File: src/rtl/tmr_pkg.sv
package tmr_pkg;

    typedef enum logic {
        CH_STOP = 1'b0,
        CH_RUN  = 1'b1
    } ch_state_e;

    localparam int PSC_W    = 3;
    localparam int IE_BIT   = 5;
    localparam int FLAG_BIT = 8;
    localparam int DIV_W    = 10;

    // terminal value of the prescaler counter for a divide code
    function automatic logic [DIV_W-1:0] div_limit(input logic [PSC_W-1:0] code);
        logic [DIV_W:0] full;
        if (code > 3'd4) full = 11'd1024;
        else             full = 11'd4 << {code, 1'b0};
        return DIV_W'(full - 11'd1);
    endfunction

    // bit mask selected by the access size
    function automatic logic [31:0] size_mask(input logic [1:0] sz);
        logic [31:0] m;
        unique case (sz)
            2'd0:    m = 32'h0000_00FF;
            2'd1:    m = 32'h0000_FFFF;
            default: m = 32'hFFFF_FFFF;
        endcase
        return m;
    endfunction

endpackage

File: src/rtl/tmr_prescaler.sv
module tmr_prescaler #(
    parameter int DIV_W = 10
) (
    input  logic             clk,
    input  logic             rst_n,
    input  logic             clear,
    input  logic [DIV_W-1:0] limit,
    output logic             tick
);

    logic [DIV_W-1:0] phase_q;

    assign tick = !clear && (phase_q == limit);

    always_ff @(posedge clk) begin
        if (!rst_n || clear) begin
            phase_q <= '0;
        end else if (phase_q == limit) begin
            phase_q <= '0;
        end else begin
            phase_q <= phase_q + 1'b1;
        end
    end

endmodule

File: src/rtl/tmr_channel.sv
module tmr_channel
    import tmr_pkg::*;
#(
    parameter int CNT_W = 32
) (
    input  logic             clk,
    input  logic             rst_n,
    input  logic             run_bit,
    input  logic             wr_reload,
    input  logic             wr_count,
    input  logic             wr_ctrl,
    input  logic [31:0]      wmask,
    input  logic [31:0]      wdata,
    output logic [CNT_W-1:0] reload_q,
    output logic [CNT_W-1:0] count_q,
    output logic [15:0]      ctrl_rd,
    output logic             flag_q,
    output logic             counting,
    output logic             irq
);

    ch_state_e        state_q, state_d;
    logic [PSC_W-1:0] psc_q;
    logic             ie_q;
    logic             tick;
    logic             underflow;
    logic [CNT_W-1:0] mask_c;
    logic [CNT_W-1:0] data_c;

    assign mask_c = CNT_W'(wmask);
    assign data_c = CNT_W'(wdata);

    // state register
    always_ff @(posedge clk) begin
        if (!rst_n) state_q <= CH_STOP;
        else        state_q <= state_d;
    end

    // next state and outputs
    always_comb begin
        state_d  = state_q;
        counting = 1'b0;
        unique case (state_q)
            CH_STOP: begin
                if (run_bit) state_d = CH_RUN;
            end
            CH_RUN: begin
                counting = run_bit;
                if (!run_bit) state_d = CH_STOP;
            end
            default: state_d = CH_STOP;
        endcase
    end

    tmr_prescaler #(.DIV_W(DIV_W)) u_psc (
        .clk   (clk),
        .rst_n (rst_n),
        .clear (!counting),
        .limit (div_limit(psc_q)),
        .tick  (tick)
    );

    assign underflow = tick && (count_q == '0);

    always_ff @(posedge clk) begin
        if (!rst_n) begin
            reload_q <= '0;
            count_q  <= '0;
            psc_q    <= '0;
            ie_q     <= 1'b0;
            flag_q   <= 1'b0;
        end else begin
            if (wr_reload) reload_q <= (reload_q & ~mask_c) | (data_c & mask_c);

            if (wr_count)       count_q <= (count_q & ~mask_c) | (data_c & mask_c);
            else if (underflow) count_q <= reload_q;
            else if (tick)      count_q <= count_q - 1'b1;

            if (wr_ctrl) begin
                psc_q <= wdata[PSC_W-1:0];
                ie_q  <= wdata[IE_BIT];
            end

            if (underflow)
                flag_q <= 1'b1;
            else if (wr_ctrl && wmask[FLAG_BIT] && !wdata[FLAG_BIT])
                flag_q <= 1'b0;
        end
    end

    always_comb begin
        ctrl_rd                = '0;
        ctrl_rd[PSC_W-1:0]     = psc_q;
        ctrl_rd[IE_BIT]        = ie_q;
        ctrl_rd[FLAG_BIT]      = flag_q;
    end

    assign irq = flag_q && ie_q;

endmodule

File: src/rtl/tmr_addr_dec.sv
module tmr_addr_dec #(
    parameter int NUM_CH  = 3,
    parameter int ADDR_W  = 8,
    parameter bit ALT_MAP = 1'b0
) (
    input  logic [ADDR_W-1:0] addr,
    output logic              hit_run,
    output logic [NUM_CH-1:0] hit_reload,
    output logic [NUM_CH-1:0] hit_count,
    output logic [NUM_CH-1:0] hit_ctrl
);

    localparam int RUN_ADDR = ALT_MAP ? 2 : 4;
    localparam int CH_BASE  = ALT_MAP ? 4 : 8;
    localparam int CH_PITCH = 12;

    assign hit_run = (addr == ADDR_W'(RUN_ADDR));

    for (genvar i = 0; i < NUM_CH; i++) begin : g_ch
        localparam int BASE = CH_BASE + CH_PITCH * i;
        assign hit_reload[i] = (addr == ADDR_W'(BASE));
        assign hit_count[i]  = (addr == ADDR_W'(BASE + 4));
        assign hit_ctrl[i]   = (addr == ADDR_W'(BASE + 8));
    end

endmodule

File: src/rtl/tmr_unit_top.sv
module tmr_unit_top
    import tmr_pkg::*;
#(
    parameter int NUM_CH  = 3,
    parameter int CNT_W   = 32,
    parameter int ADDR_W  = 8,
    parameter bit ALT_MAP = 1'b0
) (
    input  logic              clk,
    input  logic              rst_n,
    input  logic              bus_sel,
    input  logic              bus_wr,
    input  logic [1:0]        bus_size,
    input  logic [ADDR_W-1:0] bus_addr,
    input  logic [31:0]       bus_wdata,
    output logic [31:0]       bus_rdata,
    output logic [NUM_CH-1:0] irq
);

    logic                         hit_run;
    logic [NUM_CH-1:0]            hit_reload, hit_count, hit_ctrl;
    logic [NUM_CH-1:0]            run_q;
    logic [31:0]                  wmask;
    logic                         wr_go;
    logic [NUM_CH-1:0][CNT_W-1:0] ch_reload;
    logic [NUM_CH-1:0][CNT_W-1:0] ch_cnt;
    logic [NUM_CH-1:0][15:0]      ch_ctrl;
    logic [NUM_CH-1:0]            ch_flag;
    logic [NUM_CH-1:0]            ch_run;
    logic [31:0]                  rd_raw;

    assign wmask = size_mask(bus_size);
    assign wr_go = bus_sel && bus_wr;

    tmr_addr_dec #(
        .NUM_CH  (NUM_CH),
        .ADDR_W  (ADDR_W),
        .ALT_MAP (ALT_MAP)
    ) u_dec (
        .addr       (bus_addr),
        .hit_run    (hit_run),
        .hit_reload (hit_reload),
        .hit_count  (hit_count),
        .hit_ctrl   (hit_ctrl)
    );

    // shared run register, one bit per channel
    always_ff @(posedge clk) begin
        if (!rst_n)                run_q <= '0;
        else if (wr_go && hit_run) run_q <= bus_wdata[NUM_CH-1:0];
    end

    for (genvar i = 0; i < NUM_CH; i++) begin : g_ch
        tmr_channel #(.CNT_W(CNT_W)) u_ch (
            .clk       (clk),
            .rst_n     (rst_n),
            .run_bit   (run_q[i]),
            .wr_reload (wr_go && hit_reload[i]),
            .wr_count  (wr_go && hit_count[i]),
            .wr_ctrl   (wr_go && hit_ctrl[i]),
            .wmask     (wmask),
            .wdata     (bus_wdata),
            .reload_q  (ch_reload[i]),
            .count_q   (ch_cnt[i]),
            .ctrl_rd   (ch_ctrl[i]),
            .flag_q    (ch_flag[i]),
            .counting  (ch_run[i]),
            .irq       (irq[i])
        );
    end

    always_comb begin
        rd_raw = '0;
        if (hit_run) rd_raw = 32'(run_q);
        for (int i = 0; i < NUM_CH; i++) begin
            if (hit_reload[i]) rd_raw = 32'(ch_reload[i]);
            if (hit_count[i])  rd_raw = 32'(ch_cnt[i]);
            if (hit_ctrl[i])   rd_raw = 32'(ch_ctrl[i]);
        end
    end

    assign bus_rdata = (bus_sel && !bus_wr) ? (rd_raw & wmask) : 32'h0;

endmodule

File: config.mk
export PLATFORM = sky130hd
export DESIGN_NAME = tmr_unit_top
export DESIGN_NICKNAME = d
export VERILOG_FILES = /design/src/rtl/tmr_pkg.sv /design/src/rtl/tmr_prescaler.sv /design/src/rtl/tmr_channel.sv /design/src/rtl/tmr_addr_dec.sv /design/src/rtl/tmr_unit_top.sv
export SDC_FILE = /design/constraint.sdc
export NUM_CORES = 1
export LEC_CHECK = 0
export BUFFER_PORTS_ARGS = -buffer_cell sky130_fd_sc_hd__buf_4
export CORE_MARGIN = 4
export CORE_UTILIZATION = 50
export CTS_BUF_LIST = sky130_fd_sc_hd__clkbuf_8
export CTS_CLUSTER_DIAMETER = 120
export DETAILED_ROUTE_END_ITERATION = 12
export PLACE_DENSITY = 0.75
export SYNTH_ARGS = -nofsm -noshare
export SYNTH_HDL_FRONTEND = slang
export SYNTH_HIERARCHICAL = 1
export SYNTH_SLANG_ARGS = --single-unit
File: constraint.sdc
create_clock -name clk -period 5.4 [get_ports clk]
set_input_delay 1.08 -clock clk [delete_from_list [all_inputs] [get_ports clk]]
set_output_delay 1.08 -clock clk [all_outputs]
set_load 0.005 [all_outputs]
==> PnR_summary.wiki, run 1 <==
{| class="wikitable"
! Metric !! Value
|-
| Clock-pin slew reported for the worst setup and hold paths after clock tree synthesis || 0.06 ns
|-
| Maximum vdd drop || 0.215 mV
|-
| Final Worst Setup Slack || 0.261 ns
|-
| Via count || 17900
|-
| Endpoint type of the worst setup path || output port
|-
| Max H-tree Level || 2
|-
| Summed instance area of the synthesized netlist || 0.0172 sq mm
|-
| Synthesized netlist cell count || 2303
|-
| Leakage || 0.00705 uW
|-
| Worst path arrival time || 4.06 ns
|-
| Vertical die dimension || 193 um
|-
| Finished Core Util || 56.2%
|-
| Vias in the first global route || 16500
|-
| Die X || 193 um
|-
| Time the final worst path needs with I/O delays and setup || 5.14 ns
|-
| Global-route total usage across every layer || 29.0%
|-
| Dpl cells || 2781
|-
| Cts bufs inserted || 44
|-
| Syn Area/Cell || 7.46 sq um
|-
| Maximum buffer depth of the clock tree || 3
|-
| Core Region || 0.0337 sq mm
|-
| Internal portion of total power || 2940 uW
|-
| Final number of setup-violating endpoints || 0
|-
| Switching power || 1130 uW
|-
| Switching share of total power || 27.8%
|-
| Clk pwr share || 44.6%
|-
| TritonCTS clock tree || built
|-
| Initial core utilization || 51.0%
|-
| Latest clock arrival within the worst-skew pair || 0.59 ns
|-
| Most common library cell in the layout ignoring fill and taps || nand2_1
|-
| Pin count of the biggest net entering global routing || 105
|-
| Gpl congestion || 1.00
|-
| Wire length of the first global-routing pass || 90100 um
|-
| Reported max-cap violation count || 0
|-
| Number of standard-cell rows in the floorplan || 67
|-
| Final count of pins violating max slew || 0
|-
| Pin slew with the least headroom to its limit || 1.23 ns
|-
| Antenna Violating Nets Remaining || 0
|-
| Root Buffer || clkbuf_8
|-
| Power per standard cell area || 216 mW/mm^2
|-
| Yosys warns || 6
|-
| Total area of multi-input combinational cells || 0.0116 sq mm
|-
| Outcome || finished, final reports clean
|-
| Worst reg2reg path startpoint || g_ch[1].u_ch/psc_q[2]
|-
| Total negative slack || 0 ns
|-
| Number of ports placed on the die boundary || 81
|-
| Number of search-and-repair iterations in the first detailed-routing pass || 8
|-
| Startpoint types || input pin
|-
| Setup slack, reg-to-reg || 0.81 ns
|-
| Vias per cell || 6.26
|-
| Initial antenna violation count || 1
|-
| Cts hold-fix bufs || 0
|-
| Max-slew headroom at the worst pin || 18.0%
|-
| Worst Setup Slack post-DPL || 0.389 ns
|-
| Part of the total power dissipated in combinational logic || 11.0%
|-
| Share of the clock period used by the worst path after layout || 95.2%
|-
| Area delta synth->final || 10.2%
|-
| Aggregate global routing overflow || 0
|-
| Remaining DRCs || 0
|-
| Total length of routed wires || 58100 um
|-
| Worst hold path stage count || 2
|-
| Sequential cell area || 0.00486 sq mm
|-
| Number of resized instances in the post-cts repair step || 0
|-
| Total half-perimeter wirelength after legalization and detailed placement || 39600 um
|-
| Post-CTS setup buffers || 0
|-
| Number of nets in the layout || 2434
|-
| Final standard cell count with taps included and fillers excluded || 2861
|-
| Commonest cells after routing, fill and taps aside || nand2_1, dfxtp_1, o21ai_0
|-
| Depth of the worst register-to-register path || 12
|-
| Seq pwr share || 44.4%
|-
| Largest clock skew in the final design || 0.0258 ns
|-
| Biggest fanout along the worst timing path || 11
|-
| Initial drt markers || 1935
|-
| WL per Instance || 20.3 um
|-
| Data required time at the worst endpoint || 4.32 ns
|-
| Unrepaired setup endpoints after global routing || false
|-
| Max frequency || 195 MHz
|-
| Share of final-layout standard cells stronger than drive strength 1 || 10.5%
|-
| Total clock sinks || 243
|-
| DIE AREA || 0.0374 sq mm
|-
| Fillers || 3198
|-
| Type of the worst setup path || input pin to output port
|-
| Hold Vio Cnt, Final || 0
|-
| Min-Delay Path Class || register to register
|-
| IO buf count || 80
|}
## worst max-delay path by stage
stage / start / end / slack (ns) / cells after the start
2_1_floorplan: bus_addr[5] / bus_rdata[12] / 1.23 / 7
3_3_place_gp: bus_addr[1] / bus_rdata[9] / 0.48 / 11
3_5_place_dp: bus_addr[1] / bus_rdata[9] / 0.39 / 11
4_1_cts: bus_addr[1] / bus_rdata[9] / 0.35 / 11
5_1_grt: bus_addr[1] / bus_rdata[9] / 0.15 / 11
6_report: bus_addr[1] / bus_rdata[10] / 0.26 / 9
## critical path: stages
cell      delay (ns)
buf_4           0.11
or4b_1          0.62
nor2_1          0.33
or2_1           0.44
a221oi_1        0.10
o311ai_0        0.75
nand2_1         0.18
a221oi_1        0.30
buf_4           0.16
## per-layer routing
layer / up-vias / part of all wire, % / GRT usage, %
met5: - / 0 / 0
met4: 0 / 6.2 / 16.6
met3: 200 / 8.7 / 4.42
met2: 937 / 46 / 46.8
met1: 8396 / 40 / 37.2
li1: 8385 / - / -
## area by class of cell
type	count	share of cell area, %
diodes	1	0.0132
clock buffers	56	4.07
clock inverters	23	0.688
inverters	31	0.615
multi-input cells	1937	61.1
flip-flops and latches	243	25.7
well taps	448	2.96
repair buffers	122	4.86
## through the flow
| step | total power, uW | hold WS [ns] | instance area, sq um |
|---|---|---|---|
| 4_1_cts | 4090 | 0.486 | 18900 |
| 3_5_place_dp | 2280 | 0.476 | 18000 |
| 5_1_grt | 4210 | 0.509 | 18900 |
| 2_1_floorplan | 2160 | 0.452 | 17600 |
| 6_report | 4080 | 0.487 | 18900 |
| 3_3_place_gp | 2280 | 0.466 | 18000 |
## power by group through the flow
stage	logic (uW)	clock network [uW]	registers, uW
after detailed placement	435	0	1850
after global routing	485	1920	1810
after CTS	436	1850	1810
after floorplan	315	0	1840
final	450	1820	1810
after global placement	428	0	1850
Power figures use the tool's default switching activity.
==> run 2, diff against run 1 <==
--- a/config.mk
+++ b/config.mk
@@ -11,6 +11,7 @@
 export CTS_BUF_LIST = sky130_fd_sc_hd__clkbuf_8
 export CTS_CLUSTER_DIAMETER = 120
 export DETAILED_ROUTE_END_ITERATION = 12
+export MAX_ROUTING_LAYER = met4
 export PLACE_DENSITY = 0.75
 export SYNTH_ARGS = -nofsm -noshare
 export SYNTH_HDL_FRONTEND = slang
==> PnR_summary.wiki, run 2 (synthesis results as in run 1) <==
{| class="wikitable"
! Metric !! Value
|-
| Finished Cell Area || 0.0189 sq mm
|-
| Maximum buffer depth of the clock tree || 3
|-
| Vertical die dimension || 193 um
|-
| Max H-tree Level || 2
|-
| Unrepaired setup endpoints after global routing || false
|-
| Vias in the first global route || 16300
|-
| Share of the clock period used by the worst path after layout || 97.0%
|-
| Finished Core Util || 56.0%
|-
| Number of ports placed on the die boundary || 81
|-
| Power per standard cell area || 216 mW/mm^2
|-
| Number of nets in the layout || 2429
|-
| Antenna Diode Count || 0
|-
| Hold WS || 0.483 ns
|-
| Setup slack, reg-to-reg || 0.89 ns
|-
| Total cell area at the placement stage || 0.0180 sq mm
|-
| Total clock sinks || 243
|-
| Final count of pins violating max slew || 0
|-
| Gpl congestion || 1.03
|-
| Min-Delay Path Class || register to register
|-
| Hold Vio Cnt, Final || 0
|-
| Max-slew headroom at the worst pin || 19.1%
|-
| Antenna Violating Nets Remaining || 0
|-
| Latest clock arrival within the worst-skew pair || 0.60 ns
|-
| Core Region || 0.0337 sq mm
|-
| Wire length of the first global-routing pass || 90600 um
|-
| Time the final worst path needs with I/O delays and setup || 5.24 ns
|-
| Via count || 17900
|-
| Commonest cells after routing, fill and taps aside || nand2_1, dfxtp_1, o21ai_0
|-
| Number of search-and-repair iterations in the first detailed-routing pass || 7
|-
| Worst hold path stage count || 2
|-
| Maximum vdd drop || 0.182 mV
|-
| Cts bufs inserted || 44
|-
| Share of final-layout standard cells stronger than drive strength 1 || 10.2%
|-
| Largest clock skew in the final design || 0.0288 ns
|-
| DIE AREA || 0.0374 sq mm
|-
| Total half-perimeter wirelength after legalization and detailed placement || 39400 um
|-
| Vias per cell || 6.26
|-
| Number of standard-cell rows in the floorplan || 67
|-
| Worst path arrival time || 4.16 ns
|-
| Root Buffer || clkbuf_8
|-
| Global-route total usage across every layer || 30.1%
|-
| Depth of the worst register-to-register path || 13
|-
| Type of the worst setup path || input pin to output port
|-
| Pin count of the biggest net entering global routing || 111
|-
| Area delta synth->final || 9.94%
|-
| WL per Instance || 20.3 um
|-
| Total negative slack || 0 ns
|-
| Die X || 193 um
|-
| Total length of routed wires || 57900 um
|-
| Max frequency || 191 MHz
|-
| Initial core utilization || 51.0%
|-
| TritonCTS clock tree || built
|-
| Initial drt markers || 1991
|-
| IO buf count || 80
|-
| Number of resized instances in the post-cts repair step || 0
|-
| Clock-pin slew reported for the worst setup and hold paths after clock tree synthesis || 0.06 ns
|-
| Post-CTS setup buffers || 0
|-
| Most common library cell in the layout ignoring fill and taps || nand2_1
|-
| Worst reg2reg path startpoint || g_ch[1].u_ch/psc_q[2]
|-
| Endpoint type of the worst setup path || output port
|-
| Biggest fanout along the worst timing path || 12
|-
| Data required time at the worst endpoint || 4.32 ns
|-
| Overall power || 4070 uW
|-
| Reported max-cap violation count || 0
|-
| Aggregate global routing overflow || 0
|-
| Initial antenna violation count || 0
|-
| Pin slew with the least headroom to its limit || 1.21 ns
|-
| Final number of setup-violating endpoints || 0
|-
| Leakage || 0.00703 uW
|-
| Outcome || finished, final reports clean
|-
| Startpoint types || input pin
|-
| Remaining DRCs || 0
|-
| Cts hold-fix bufs || 0
|}
==> run 2: final cells by class <==
type	count	area, sq um
Fill cell	3218	14800
Multi-Input combinational cell	1937	11600
Sequential cell	243	4860
Timing Repair Buffer	117	882
Clock buffer	60	826
Tap cell	448	561
Inverter	31	116
Clock inverter	17	71.3
==> run 2: worst max-delay path, cell delays in order <==
cell,delay [ns]
buf_4,0.12
or4b_1,0.62
nor2_1,0.29
or2_1,0.44
a221oi_1,0.10
o311ai_0,0.82
nand2_1,0.12
a221oi_1,0.38
buf_4,0.18
==> run 2: worst max-delay path by stage <==
stage,startpoint,end,cells after the start
floorplan,bus_addr[5],bus_rdata[12],7
global placement,bus_addr[1],bus_rdata[10],9
detailed placement,bus_addr[1],bus_rdata[10],9
CTS,bus_addr[1],bus_rdata[10],9
global route,bus_addr[1],bus_rdata[10],9
finish,bus_addr[1],bus_rdata[10],9
==> run 2: metrics by stage <==
stage	worst slack [ns]	std cells
after CTS	0.294	2853
after floorplan	1.23	2428
after global placement	0.433	2776
after detailed placement	0.313	2776
after global routing	0.124	2853
final	0.161	2853
==> run 2: routing by layer <==
layer	vias up	part of all wire, %	global-route usage, %
met5	-	0	-
met4	0	6.0	15.6
met3	193	7.6	4.07
met2	848	46	47.5
met1	8430	41	37.9
li1	8382	-	-
==> run 2: power by group <==
part	total [uW]	internal, uW	switching (uW)	leakage (uW)
Clock	1810	982	828	0.000518
Sequential	1810	1800	10.8	0.00196
Combinational	450	165	285	0.00455
